**src/rtl/cbs_pkg.sv**
```systemverilog
package cbs_pkg;
  localparam int unsigned FLAG_N = 2;
  localparam int unsigned XCOND_W = 1 << FLAG_N;

  typedef enum logic [1:0] {
    ICOND_ALWAYS = 2'b00,
    ICOND_Z      = 2'b01,
    ICOND_C      = 2'b10,
    ICOND_NZ     = 2'b11
  } icond_e;

  typedef struct packed {
    logic c;
    logic z;
  } flags_t;
endpackage

```
**src/rtl/cbs_cond_eval.sv**
```systemverilog
module cbs_cond_eval
  import cbs_pkg::*;
(
  input  logic [XCOND_W-1:0] xcond_i,
  input  logic [1:0]         icond_i,
  input  flags_t             flags_i,
  output logic               xpass_o,
  output logic               ipass_o
);
  always_comb begin
    xpass_o = xcond_i[{flags_i.c, flags_i.z}];
    unique case (icond_e'(icond_i))
      ICOND_ALWAYS: ipass_o = 1'b1;
      ICOND_Z:      ipass_o = flags_i.z;
      ICOND_C:      ipass_o = flags_i.c;
      default:      ipass_o = ~flags_i.z;
    endcase
  end
endmodule

```
**src/rtl/cbs_span_counter.sv**
```systemverilog
module cbs_span_counter #(
  parameter int unsigned LEN_W = 8
) (
  input  logic             clk_i,
  input  logic             rst_ni,
  input  logic             load_i,
  input  logic [LEN_W-1:0] len_i,
  input  logic             step_i,
  input  logic             cancel_i,
  output logic             active_o
);
  logic [LEN_W-1:0] cnt_q;

  always_ff @(posedge clk_i or negedge rst_ni) begin
    if (!rst_ni)                cnt_q <= '0;
    else if (cancel_i)          cnt_q <= '0;
    else if (load_i)            cnt_q <= len_i;
    else if (step_i && active_o) cnt_q <= cnt_q - 1'b1;
  end

  assign active_o = |cnt_q;
endmodule

```
**src/rtl/cond_block_seq.sv**
```systemverilog
module cond_block_seq
  import cbs_pkg::*;
#(
  parameter int unsigned LEN_W = 8
) (
  input  logic             clk_i,
  input  logic             rst_ni,
  input  logic             setup_i,
  input  logic [3:0]       cond_i,
  input  logic [LEN_W-1:0] len_i,
  input  logic             c_i,
  input  logic             z_i,
  input  logic             issue_i,
  input  logic [1:0]       icond_i,
  input  logic             branch_i,
  output logic             exec_o,
  output logic             irq_inhibit_o
);
  flags_t flags;
  logic   xpass, ipass, active, blk_pass_q, load;

  assign flags = '{c: c_i, z: z_i};
  // zero-length setups and setups under a branch are dropped
  assign load  = setup_i && (len_i != '0) && !branch_i;

  cbs_cond_eval u_eval (
    .xcond_i (cond_i),
    .icond_i (icond_i),
    .flags_i (flags),
    .xpass_o (xpass),
    .ipass_o (ipass)
  );

  cbs_span_counter #(.LEN_W(LEN_W)) u_cnt (
    .clk_i    (clk_i),
    .rst_ni   (rst_ni),
    .load_i   (load),
    .len_i    (len_i),
    .step_i   (issue_i && !setup_i),
    .cancel_i (branch_i),
    .active_o (active)
  );

  always_ff @(posedge clk_i or negedge rst_ni) begin
    if (!rst_ni)   blk_pass_q <= 1'b0;
    else if (load) blk_pass_q <= xpass;
  end

  assign exec_o        = issue_i && ipass && (!active || blk_pass_q);
  assign irq_inhibit_o = active || load;
endmodule

```
**config.mk**
```make
export PLATFORM = sky130hd
export DESIGN_NAME = cond_block_seq
export DESIGN_NICKNAME = d
export VERILOG_FILES = /design/src/rtl/cbs_pkg.sv /design/src/rtl/cbs_cond_eval.sv /design/src/rtl/cbs_span_counter.sv /design/src/rtl/cond_block_seq.sv
export SDC_FILE = /design/constraint.sdc
export NUM_CORES = 1
export LEC_CHECK = 0
export BUFFER_PORTS_ARGS = -buffer_cell sky130_fd_sc_hd__clkbuf_2
export CORE_UTILIZATION = 50
export CTS_BUF_LIST = sky130_fd_sc_hd__clkbuf_2 sky130_fd_sc_hd__clkbuf_4 sky130_fd_sc_hd__clkbuf_8
export DETAILED_ROUTE_END_ITERATION = 10
export HOLD_SLACK_MARGIN = 0.02
export PLACE_DENSITY = 0.77
export SLEW_MARGIN = 20
export SYNTH_ARGS = -nofsm -noshare
export SYNTH_HDL_FRONTEND = slang
export SYNTH_SLANG_ARGS = --single-unit
export TNS_END_PERCENT = 100
```
**constraint.sdc**
```tcl
create_clock -name clk_i -period 2.29 [get_ports clk_i]
set_input_delay 0.458 -clock clk_i [delete_from_list [all_inputs] [get_ports clk_i]]
set_output_delay 0.458 -clock clk_i [all_outputs]
set_load 0.05 [all_outputs]
```
==> results of run 1 <==
stage by stage:
| step | power (W) | utilization [%] | setup WS (ns) |
|---|---|---|---|
| 2_1_floorplan | 0.000277 | - | 0.0580 |
| 3_3_place_gp | 0.000323 | 69.4 | 0.103 |
| 3_5_place_dp | 0.000327 | 69.4 | 0.0698 |
| 4_1_cts | 0.000475 | 73.6 | 0.0234 |
| 5_1_grt | 0.000520 | 77.4 | -0.0295 |
| 6_report | 0.000495 | 77.4 | 0.0354 |
registers in the layout, summed over array words and instances, names as in the netlist:
name         cells
u_cnt.cnt_q      8
blk_pass_q       1
synth_stat cells, types with 2 or more instances:
master    count  area [sq um]
nor3b_1       2          15.0
ha_1          2          25.0
inv_1         4          15.0
nor2_1       12          45.0
o211a_1       2          20.0
buf_2         2          10.0
nand2_1       3          11.3
a311oi_1      2          17.5
dfrtp_1       9           225
a21oi_1       3          15.0
nor4_1        2          12.5
or4_1         4          30.0
o21ai_0       6          30.0
nor3_1        3          15.0
mux2i_1       2          20.0
a211oi_1      5          37.5
logic make-up (layout without fill, tap and decap cells):
kind of cell	after synthesis	after routing	synth area share, %
AND/OR/NAND/NOR	32	32	26.4
AO/OA/AOI/OAI	22	22	22.9
flip-flops	9	9	33.5
buffers and inverters	7	37	4.27
multiplexers	4	4	7.99
adder cells (fa/ha/maj)	2	2	3.72
XOR/XNOR	1	1	1.30
routing by layer:
metal / global-route usage, % / vias to the layer above / part of all wire [%]
li1: - / 361 / -
met1: 42.3 / 368 / 45
met2: 40.8 / 22 / 49
met3: 5.20 / 4 / 5.5
met4: 12.9 / 0 / 1.3
met5: 0 / - / 0
layout make-up:
class	instances	area, sq um	area share, %
sequential	9	225	24.9
multi-input combinational	61	445	49.2
timing repair buffer	29	173	19.1
clock buffer	4	30.0	3.31
inverter	4	15.0	1.66
tap	14	17.5	1.93
what timing repair did:
action                     CTS  global route
hold buffers                 0             0
pin swaps                    0             2
resized for setup            5             5
setup endpoints to repair    2             2
setup buffers                0             4
power groups by stage:
stage | logic (W) | registers, W | clock network [W]
2_1_floorplan | 0.0000900 | 0.000187 | 0
3_3_place_gp | 0.000135 | 0.000188 | 0
3_5_place_dp | 0.000137 | 0.000190 | 0
4_1_cts | 0.000148 | 0.000187 | 0.000140
5_1_grt | 0.000181 | 0.000190 | 0.000149
6_report | 0.000167 | 0.000188 | 0.000140
worst max path at each step:
stage / startpoint / endpoint / slack [ns] / cells after the start
finish: u_cnt.cnt_q[0]$_DFFE_PN0P_ / exec_o / 0.04 / 6
global route: u_cnt.cnt_q[0]$_DFFE_PN0P_ / exec_o / -0.03 / 6
CTS: u_cnt.cnt_q[0]$_DFFE_PN0P_ / exec_o / 0.02 / 6
detailed placement: u_cnt.cnt_q[0]$_DFFE_PN0P_ / exec_o / 0.07 / 6
global placement: u_cnt.cnt_q[1]$_DFFE_PN0P_ / exec_o / 0.10 / 6
floorplan: len_i[4] / irq_inhibit_o / 0.06 / 4
==> qor.yml, run 1 <==
run_status:
  status: "completed"
timing:
  clock.fmax_mhz: 444
  post-route-period-util_pct: 98.5
  setup-violations-final: 0
  holdWs_ns: 0.0433
  relSlewSlack_pct: 56.7
  skew_ns: 0.000436
  worst_slew_pin_slew_ns: 0.649
  period_minus_slack_ns: 2.25
  slew_viol_final: 0
  fin_tns_setup_ns: 0
  finalHoldViolCount: 0
cells_and_area:
  fillers: 94
  design_area_sq_um: 906
  drive_above_1_share_pct: 40.2
  layout_commonest_cell: "clkbuf_2"
  nets: 131
  layoutNonFillerInstCount: 121
  antenna_cells: 0
  area_growth_pct: 34.6
  layout_common_cells: "21 x clkbuf_2, 11 x nor2_1, 9 x dfrtp_1"
worst_setup_path:
  r2r_cells: 4
  crit_required_ns: 1.83
  rr_startpoint: "u_cnt.cnt_q[3]$_DFFE_PN0P_"
  arrival_ns: 1.80
  cp-end-kind: "primary output"
  critPathSlowestCell: "dfrtp_1"
  cp_top_family: "simple AND/OR/NAND/NOR gates"
  slowest_delay_ns: 0.42
  r2r_setup_slack_ns: 0.19
  crit_type: "register to primary output"
  critPathMaxFanout: 3
  path_cells: "inv_2, ha_4, or3b_4, nor2_4, o211a_1, buf_8"
  critPathBufInv: 2
  reg2reg_to: "u_cnt.cnt_q[6]$_DFFE_PN0P_"
  crit_path_start_kind: "register"
cts:
  cts-buffers-inserted: 3
  clk_pin_slew_ns: 0.06
  clock_tree.root_cell: "clkbuf_4"
  htreeDepth: 1
  cts_tree: "built"
  cts_num_sinks: 9
  worstSkewPairLatency_ns: 0.26
  cts_buffer_depth: 2
floorplan:
  ioPinCount: 23
  rows: 12
  core_sq_mm: 0.00117
  die_h_um: 38.7
  initial_utilization_pct: 57.5
  die_area_sq_mm: 0.00150
  die_w_um: 38.7
hold_path:
  hp-class: "input pin to asynchronous set/reset pin"
global_routing:
  overflow: 0
  grt_pass1_vias: 663
  track_usage_pct: 29.0
  grt_max_degree: 16
  antenna_found_initial: 0
  grt_pass1_wl_um: 2920
route:
  ant_nets: 0
  first_pass_iters: 4
  drt_iter0_markers: 39
  avgViaCountPerCell: 6.24
  wirelength_um: 1940
  drc: 0
  num_vias: 755
  wl_per_cell_um: 16.1
pwr:
  powerDensity_mw_per_mm2: 547
  p_int_w: 0.000330
  comb_power_share_pct: 33.7
  clkPwrFrac_pct: 28.3
  ir_worst_vdd_mv: 0.361
  seq_power_share_pct: 38.0
  switchingPower_w: 0.000165
  p_leak_nw: 0.402
  swShare_pct: 33.3
yosys:
  ys_ff_latch: 9
  synth_area_per_cell_sq_um: 8.74
  yosysUniqueCellTypes: 30
  yosys_warnings: 0
  synth_ff_type: "dfrtp_1"
  synth_nets: 100
  synth-seq-area-share_pct: 33.5
  synth_enable_flop_cells: 0
  synth_area_sq_um: 673
  ys_async_sr_fraction_pct: 100
  synth_cells: 77
place:
  place.detailed.hpwl_um: 1360
  portBuffers: 22
  gp_congestion: 0.778
  dp_cells: 113
  place_area_sq_um: 813
job:
  drv_cap: 0
(Power assumes the default switching activity.)
==> run 2: changes to the inputs <==
--- a/config.mk
+++ b/config.mk
@@ -10,7 +10,8 @@
 export CTS_BUF_LIST = sky130_fd_sc_hd__clkbuf_2 sky130_fd_sc_hd__clkbuf_4 sky130_fd_sc_hd__clkbuf_8
 export DETAILED_ROUTE_END_ITERATION = 10
 export HOLD_SLACK_MARGIN = 0.02
-export PLACE_DENSITY = 0.77
+export PLACE_DENSITY_LB_ADDON = 0.1
+export RECOVER_POWER = 100
 export SLEW_MARGIN = 20
 export SYNTH_ARGS = -nofsm -noshare
 export SYNTH_HDL_FRONTEND = slang
==> qor.yml, run 2 (same netlist as run 1, synthesis figures left out) <==
run_status:
  status: "completed"
place:
  dp_cells: 113  # unchanged
  place_area_sq_um: 813  # unchanged
  portBuffers: 22  # unchanged
  place.detailed.hpwl_um: 1240  # -9.0%
  gp_congestion: 0.896  # +15%
timing:
  relSlewSlack_pct: 58.8  # +2.1 points
  post-route-period-util_pct: 98.6  # +0.15 points
  period_minus_slack_ns: 2.26  # +0.00336 ns
  slew_viol_final: 0  # unchanged
  clock.fmax_mhz: 443  # -0.15%
  rsz0062_at_grt: "true"
  finalHoldViolCount: 0  # unchanged
  worst_slew_pin_slew_ns: 0.617  # -0.0316 ns
  skew_ns: 0.00801  # +0.00757 ns
  setup-violations-final: 0  # unchanged
floorplan:
  die_h_um: 38.7  # unchanged
  die_w_um: 38.7  # unchanged
  rows: 12  # unchanged
  initial_utilization_pct: 57.5  # unchanged
  core_sq_mm: 0.00117  # unchanged
  die_area_sq_mm: 0.00150  # unchanged
  ioPinCount: 23  # unchanged
global_routing:
  overflow: 0  # unchanged
  antenna_found_initial: 0  # unchanged
  grt_pass1_vias: 679  # +2.4%
  grt_max_degree: 16  # unchanged
  grt_pass1_wl_um: 2820  # -3.3%
  track_usage_pct: 28.7  # -0.34 points
cells_and_area:
  utilization_pct: 75.1  # -2.2 points
  drive_above_1_share_pct: 37.5  # -2.7 points
  nets: 128  # -2.3%
  design_area_sq_um: 880  # -2.9%
  regMostFlops: "u_cnt.cnt_q"
  layoutNonFillerInstCount: 118  # -2.5%
  layout_commonest_cell: "clkbuf_2"
  area_growth_pct: 30.7
  largest_reg_flops: 8  # unchanged
  antenna_cells: 0  # unchanged
  layout_common_cells: "21 x clkbuf_2, 11 x nor2_1, 9 x dfrtp_1"
  reg_top3: "u_cnt.cnt_q: 8 flops, blk_pass_q: 1 flops"
worst_setup_path:
  crit_required_ns: 1.83  # about the same
  crit_type: "register to primary output"
  cp-end-kind: "primary output"
  critPathMaxFanout: 3  # unchanged
  r2r_cells: 4  # unchanged
  r2r_setup_slack_ns: 0.21  # +0.02 ns
  rr_startpoint: "u_cnt.cnt_q[3]$_DFFE_PN0P_"
  reg2reg_to: "u_cnt.cnt_q[6]$_DFFE_PN0P_"
  crit_path_start_kind: "register"
  arrival_ns: 1.80  # about the same
route:
  wl_per_cell_um: 14.6  # -9.3%
  first_pass_iters: 5  # +1
  avgViaCountPerCell: 6.14  # -1.7%
  drc: 0  # unchanged
  wirelength_um: 1720  # -12%
  ant_nets: 0  # unchanged
  num_vias: 724  # -4.1%
  drt_iter0_markers: 22  # -44%
pwr:
  power_w: 0.000493  # -0.45%
  ir_worst_vdd_mv: 0.332  # -8.0%
  p_leak_nw: 0.385  # -4.3%
  powerDensity_mw_per_mm2: 560  # +2.5%
cts:
  clk_pin_slew_ns: 0.08  # +0.02 ns
  postCtsHoldBufs: 0  # unchanged
  cts_tree: "built"
  cts_buffer_depth: 2  # unchanged
  cts_num_sinks: 9  # unchanged
  worstSkewPairLatency_ns: 0.28  # +0.02 ns
  htreeDepth: 1  # unchanged
  cts-buffers-inserted: 3  # unchanged
  clock_tree.root_cell: "clkbuf_4"
hold_path:
  hp-class: "input pin to asynchronous set/reset pin"
job:
  drv_cap: 0  # unchanged
-- run 2: changes by cell type in the layout (fill, tap and decap cells not counted) --
cell	change
o21ai_0	+1
o21ai_1	-1
clkbuf_1	+1
buf_4	-4
-- run 2: layer usage --
| layer | wire length [um] | part of all wire [%] | track usage (%) |
|---|---|---|---|
| met5 | 0 | 0 | 0 |
| met1 | 755 | 44 | 33.9 |
| met3 | 129 | 7.5 | 8.67 |
| met4 | 0 | 0 | 10.3 |
| met2 | 835 | 49 | 48.3 |
-- run 2: worst max path at each step --
stage	from	to	slack, ns	cells past startpoint
3_5_place_dp	u_cnt.cnt_q[0]$_DFFE_PN0P_	exec_o	0.07	6
3_3_place_gp	u_cnt.cnt_q[0]$_DFFE_PN0P_	exec_o	0.11	6
4_1_cts	u_cnt.cnt_q[0]$_DFFE_PN0P_	exec_o	0.04	6
5_1_grt	u_cnt.cnt_q[1]$_DFFE_PN0P_	exec_o	-0.03	6
2_1_floorplan	len_i[4]	irq_inhibit_o	0.06	4
6_report	u_cnt.cnt_q[0]$_DFFE_PN0P_	exec_o	0.03	6
-- run 2: timing repair --
| item | CTS | global route |
|---|---|---|
| setup buffers | 0 | 1 |
| gates cloned | 0 | 0 |
| pin swaps | 0 | 3 |
| endpoints found under the setup margin | 2 | 2 |
| resized for setup | 5 | 5 |
-- run 2: area by class of cell --
cell class	instances	area, sq um
Inverter	4	15.0
Sequential cell	9	225
Multi-Input combinational cell	61	445
Tap cell	14	17.5
Clock buffer	4	30.0
Fill cell	95	292
Timing Repair Buffer	26	146
-- run 2: through the flow --
stage / TNS [ns] / hold slack (ns) / worst slack, ns
finish: 0 / 0.126 / 0.0321
global route: -0.0344 / 0.172 / -0.0344
CTS: 0 / 0.0380 / 0.0368
detailed placement: 0 / 0.330 / 0.0692
global placement: 0 / 0.328 / 0.107
floorplan: 0 / 0.162 / 0.0580
-- run 2: power by group --
part,total (W),leakage [nW],internal [W],switching (W)
Sequential,0.000188,0.115,0.000173,0.0000145
Combinational,0.000157,0.251,0.0000712,0.0000859
Clock,0.000148,0.0184,0.0000794,0.0000686
-- run 2: critical path, cell delays in order (launching register included) --
cell and delay [ns]:
dfrtp_1 0.41, inv_2 0.10, ha_4 0.13, or3b_4 0.40, nor2_4 0.15, o211a_1 0.20
buf_8 0.15
==> run 3: changes to the inputs <==
--- a/config.mk
+++ b/config.mk
@@ -5,7 +5,7 @@
 export SDC_FILE = /design/constraint.sdc
 export NUM_CORES = 1
 export LEC_CHECK = 0
-export BUFFER_PORTS_ARGS = -buffer_cell sky130_fd_sc_hd__clkbuf_2
+export BUFFER_PORTS_ARGS = -buffer_cell sky130_fd_sc_hd__buf_2
 export CORE_UTILIZATION = 50
 export CTS_BUF_LIST = sky130_fd_sc_hd__clkbuf_2 sky130_fd_sc_hd__clkbuf_4 sky130_fd_sc_hd__clkbuf_8
 export DETAILED_ROUTE_END_ITERATION = 10
==> qor.yml, run 3 (same netlist as run 1, synthesis figures left out) <==
cells_and_area:
  drive_above_1_share_pct: 35.9  # -1.6 points
  area_growth_pct: 28.8
  reg_top3: "u_cnt.cnt_q: 8 flops, blk_pass_q: 1 flops"
  regMostFlops: "u_cnt.cnt_q"
  layout_commonest_cell: "buf_2"
  utilization_pct: 74.0  # -1.1 points
  fillers: 96  # +1.1%
  nets: 127  # -0.78%
  layout_common_cells: "19 x buf_2, 11 x nor2_1, 9 x dfrtp_1"
  largest_reg_flops: 8  # unchanged
  antenna_cells: 0  # unchanged
floorplan:
  core_sq_mm: 0.00117  # unchanged
  die_h_um: 38.7  # unchanged
  rows: 12  # unchanged
  die_area_sq_mm: 0.00150  # unchanged
  die_w_um: 38.7  # unchanged
  initial_utilization_pct: 57.5  # unchanged
  ioPinCount: 23  # unchanged
worst_setup_path:
  crit_required_ns: 1.83  # about the same
  cp-end-kind: "primary output"
  critPathMaxFanout: 3  # unchanged
  arrival_ns: 1.79  # about the same
  crit_type: "register to primary output"
  crit_path_start_kind: "register"
route:
  wirelength_um: 1610  # -6.3%
  drc: 0  # unchanged
  first_pass_iters: 4  # -1
  avgViaCountPerCell: 6.10  # -0.54%
  drt_iter0_markers: 7  # -68%
  wl_per_cell_um: 13.8  # -5.5%
  ant_nets: 0  # unchanged
  num_vias: 714  # -1.4%
global_routing:
  grt_util_met1_pct: 30.1  # -3.8 points
  grt_pass1_vias: 637  # -6.2%
  top_usage_layer: "met2"
  antenna_found_initial: 0  # unchanged
  grt_max_degree: 16  # unchanged
  grt_pass1_wl_um: 2570  # -8.8%
  track_usage_pct: 25.5  # -3.2 points
  grt_use_met2_pct: 44.2  # -4.2 points
  met3_usage_pct: 8.67  # unchanged
  overflow: 0  # unchanged
job:
  drv_cap: 0  # unchanged
cts:
  cts_tree: "built"
  postCtsHoldBufs: 0  # unchanged
  cts_buffer_depth: 2  # unchanged
  clock_tree.root_cell: "clkbuf_4"
  cts_num_sinks: 9  # unchanged
  htreeDepth: 1  # unchanged
  cts-buffers-inserted: 3  # unchanged
  clk_pin_slew_ns: 0.06  # -0.02 ns
  worstSkewPairLatency_ns: 0.27  # about the same
pwr:
  ir_worst_vdd_mv: 0.406  # +22%
  powerDensity_mw_per_mm2: 555  # -0.93%
  power_w: 0.000481  # -2.3%
  p_leak_nw: 0.372  # -3.4%
run_status:
  status: "completed"
timing:
  skew_ns: 0.000727  # -0.00728 ns
  post-route-period-util_pct: 98.2  # -0.36 points
  period_minus_slack_ns: 2.25  # -0.00813 ns
  worst_slack_ns: 0.0402  # +0.00813 ns
  rsz0062_at_grt: "true"
  slew_viol_final: 0  # unchanged
  relSlewSlack_pct: 56.0  # -2.7 points
  worst_slew_pin_slew_ns: 0.659  # +0.0423 ns
  finalHoldViolCount: 0  # unchanged
  clock.fmax_mhz: 444  # +0.36%
  setup-violations-final: 0  # unchanged
place:
  place_ws_ns: 0.0755  # +0.00625 ns
  portBuffers: 22  # unchanged
  place.detailed.hpwl_um: 1200  # -3.3%
  gp_congestion: 0.895  # about the same
hold_path:
  hp-class: "input pin to asynchronous set/reset pin"
run 3: cell count changes in the layout (fill, tap and decap cells not counted):
| cell | change |
|---|---|
| clkbuf_2 | -20 |
| buf_2 | +19 |
| buf_4 | -1 |
| buf_6 | +1 |
| buf_8 | -1 |
| clkbuf_1 | +1 |
run 3: through the flow:
stage / instance area, sq um / instances / setup TNS, ns / hold WS (ns)
floorplan: 677 / 77 / 0 / 0.162
global placement: 813 / 113 / 0 / 0.321
detailed placement: 813 / 113 / 0 / 0.322
CTS: 860 / 117 / 0 / 0.0342
global route: 867 / 117 / -0.0324 / 0.166
finish: 867 / 117 / 0 / 0.127
run 3: cell type report:
class	instances	area, sq um	share of cell area (%)
inverters	4	15.0	1.73
multi-input cells	61	445	51.4
clock buffers	4	30.0	3.46
repair buffers	25	134	15.4
well taps	14	17.5	2.02
flip-flops and latches	9	225	26.0
run 3: metal layers:
metal  wire, um  share of wire [%]
met1        731                 45
met2        716                 44
met3        136                8.4
met4         27                1.7
met5          0                  0
run 3: final timing paths:
check | slack (ns) | depth (start not counted) | endpoint | startpoint
max | 0.04 | 6 | exec_o | u_cnt.cnt_q[1]$_DFFE_PN0P_
min | 0.13 | 1 | u_cnt.cnt_q[5]$_DFFE_PN0P_ | rst_ni
max reg2reg | 0.21 | 4 | u_cnt.cnt_q[6]$_DFFE_PN0P_ | u_cnt.cnt_q[3]$_DFFE_PN0P_
min reg2reg | 0.52 | 1 | blk_pass_q$_DFFE_PN0P_ | blk_pass_q$_DFFE_PN0P_
max in group asynchronous | 1.82 | 1 | u_cnt.cnt_q[0]$_DFFE_PN0P_ | rst_ni
min in group clk_i | 0.45 | 3 | u_cnt.cnt_q[1]$_DFFE_PN0P_ | len_i[1]
run 3: worst max-delay path, stage by stage, from the launching register on:
cell	delay, ns
dfrtp_1	0.39
inv_2	0.10
ha_4	0.14
or3b_4	0.40
nor2_4	0.15
o211a_1	0.18
buf_6	0.15
run 3: what timing repair did:
item,CTS,global route
pin swaps,0,3
setup buffers,0,0
resized for setup,5,4
endpoints found under the setup margin,2,2
run 3: power breakdown:
group / leakage (nW) / switching [W] / internal (W)
registers: 0.115 / 0.0000133 / 0.000173
logic: 0.238 / 0.0000841 / 0.0000672
clock network: 0.0184 / 0.0000639 / 0.0000794
total: 0.372 / 0.000161 / 0.000320
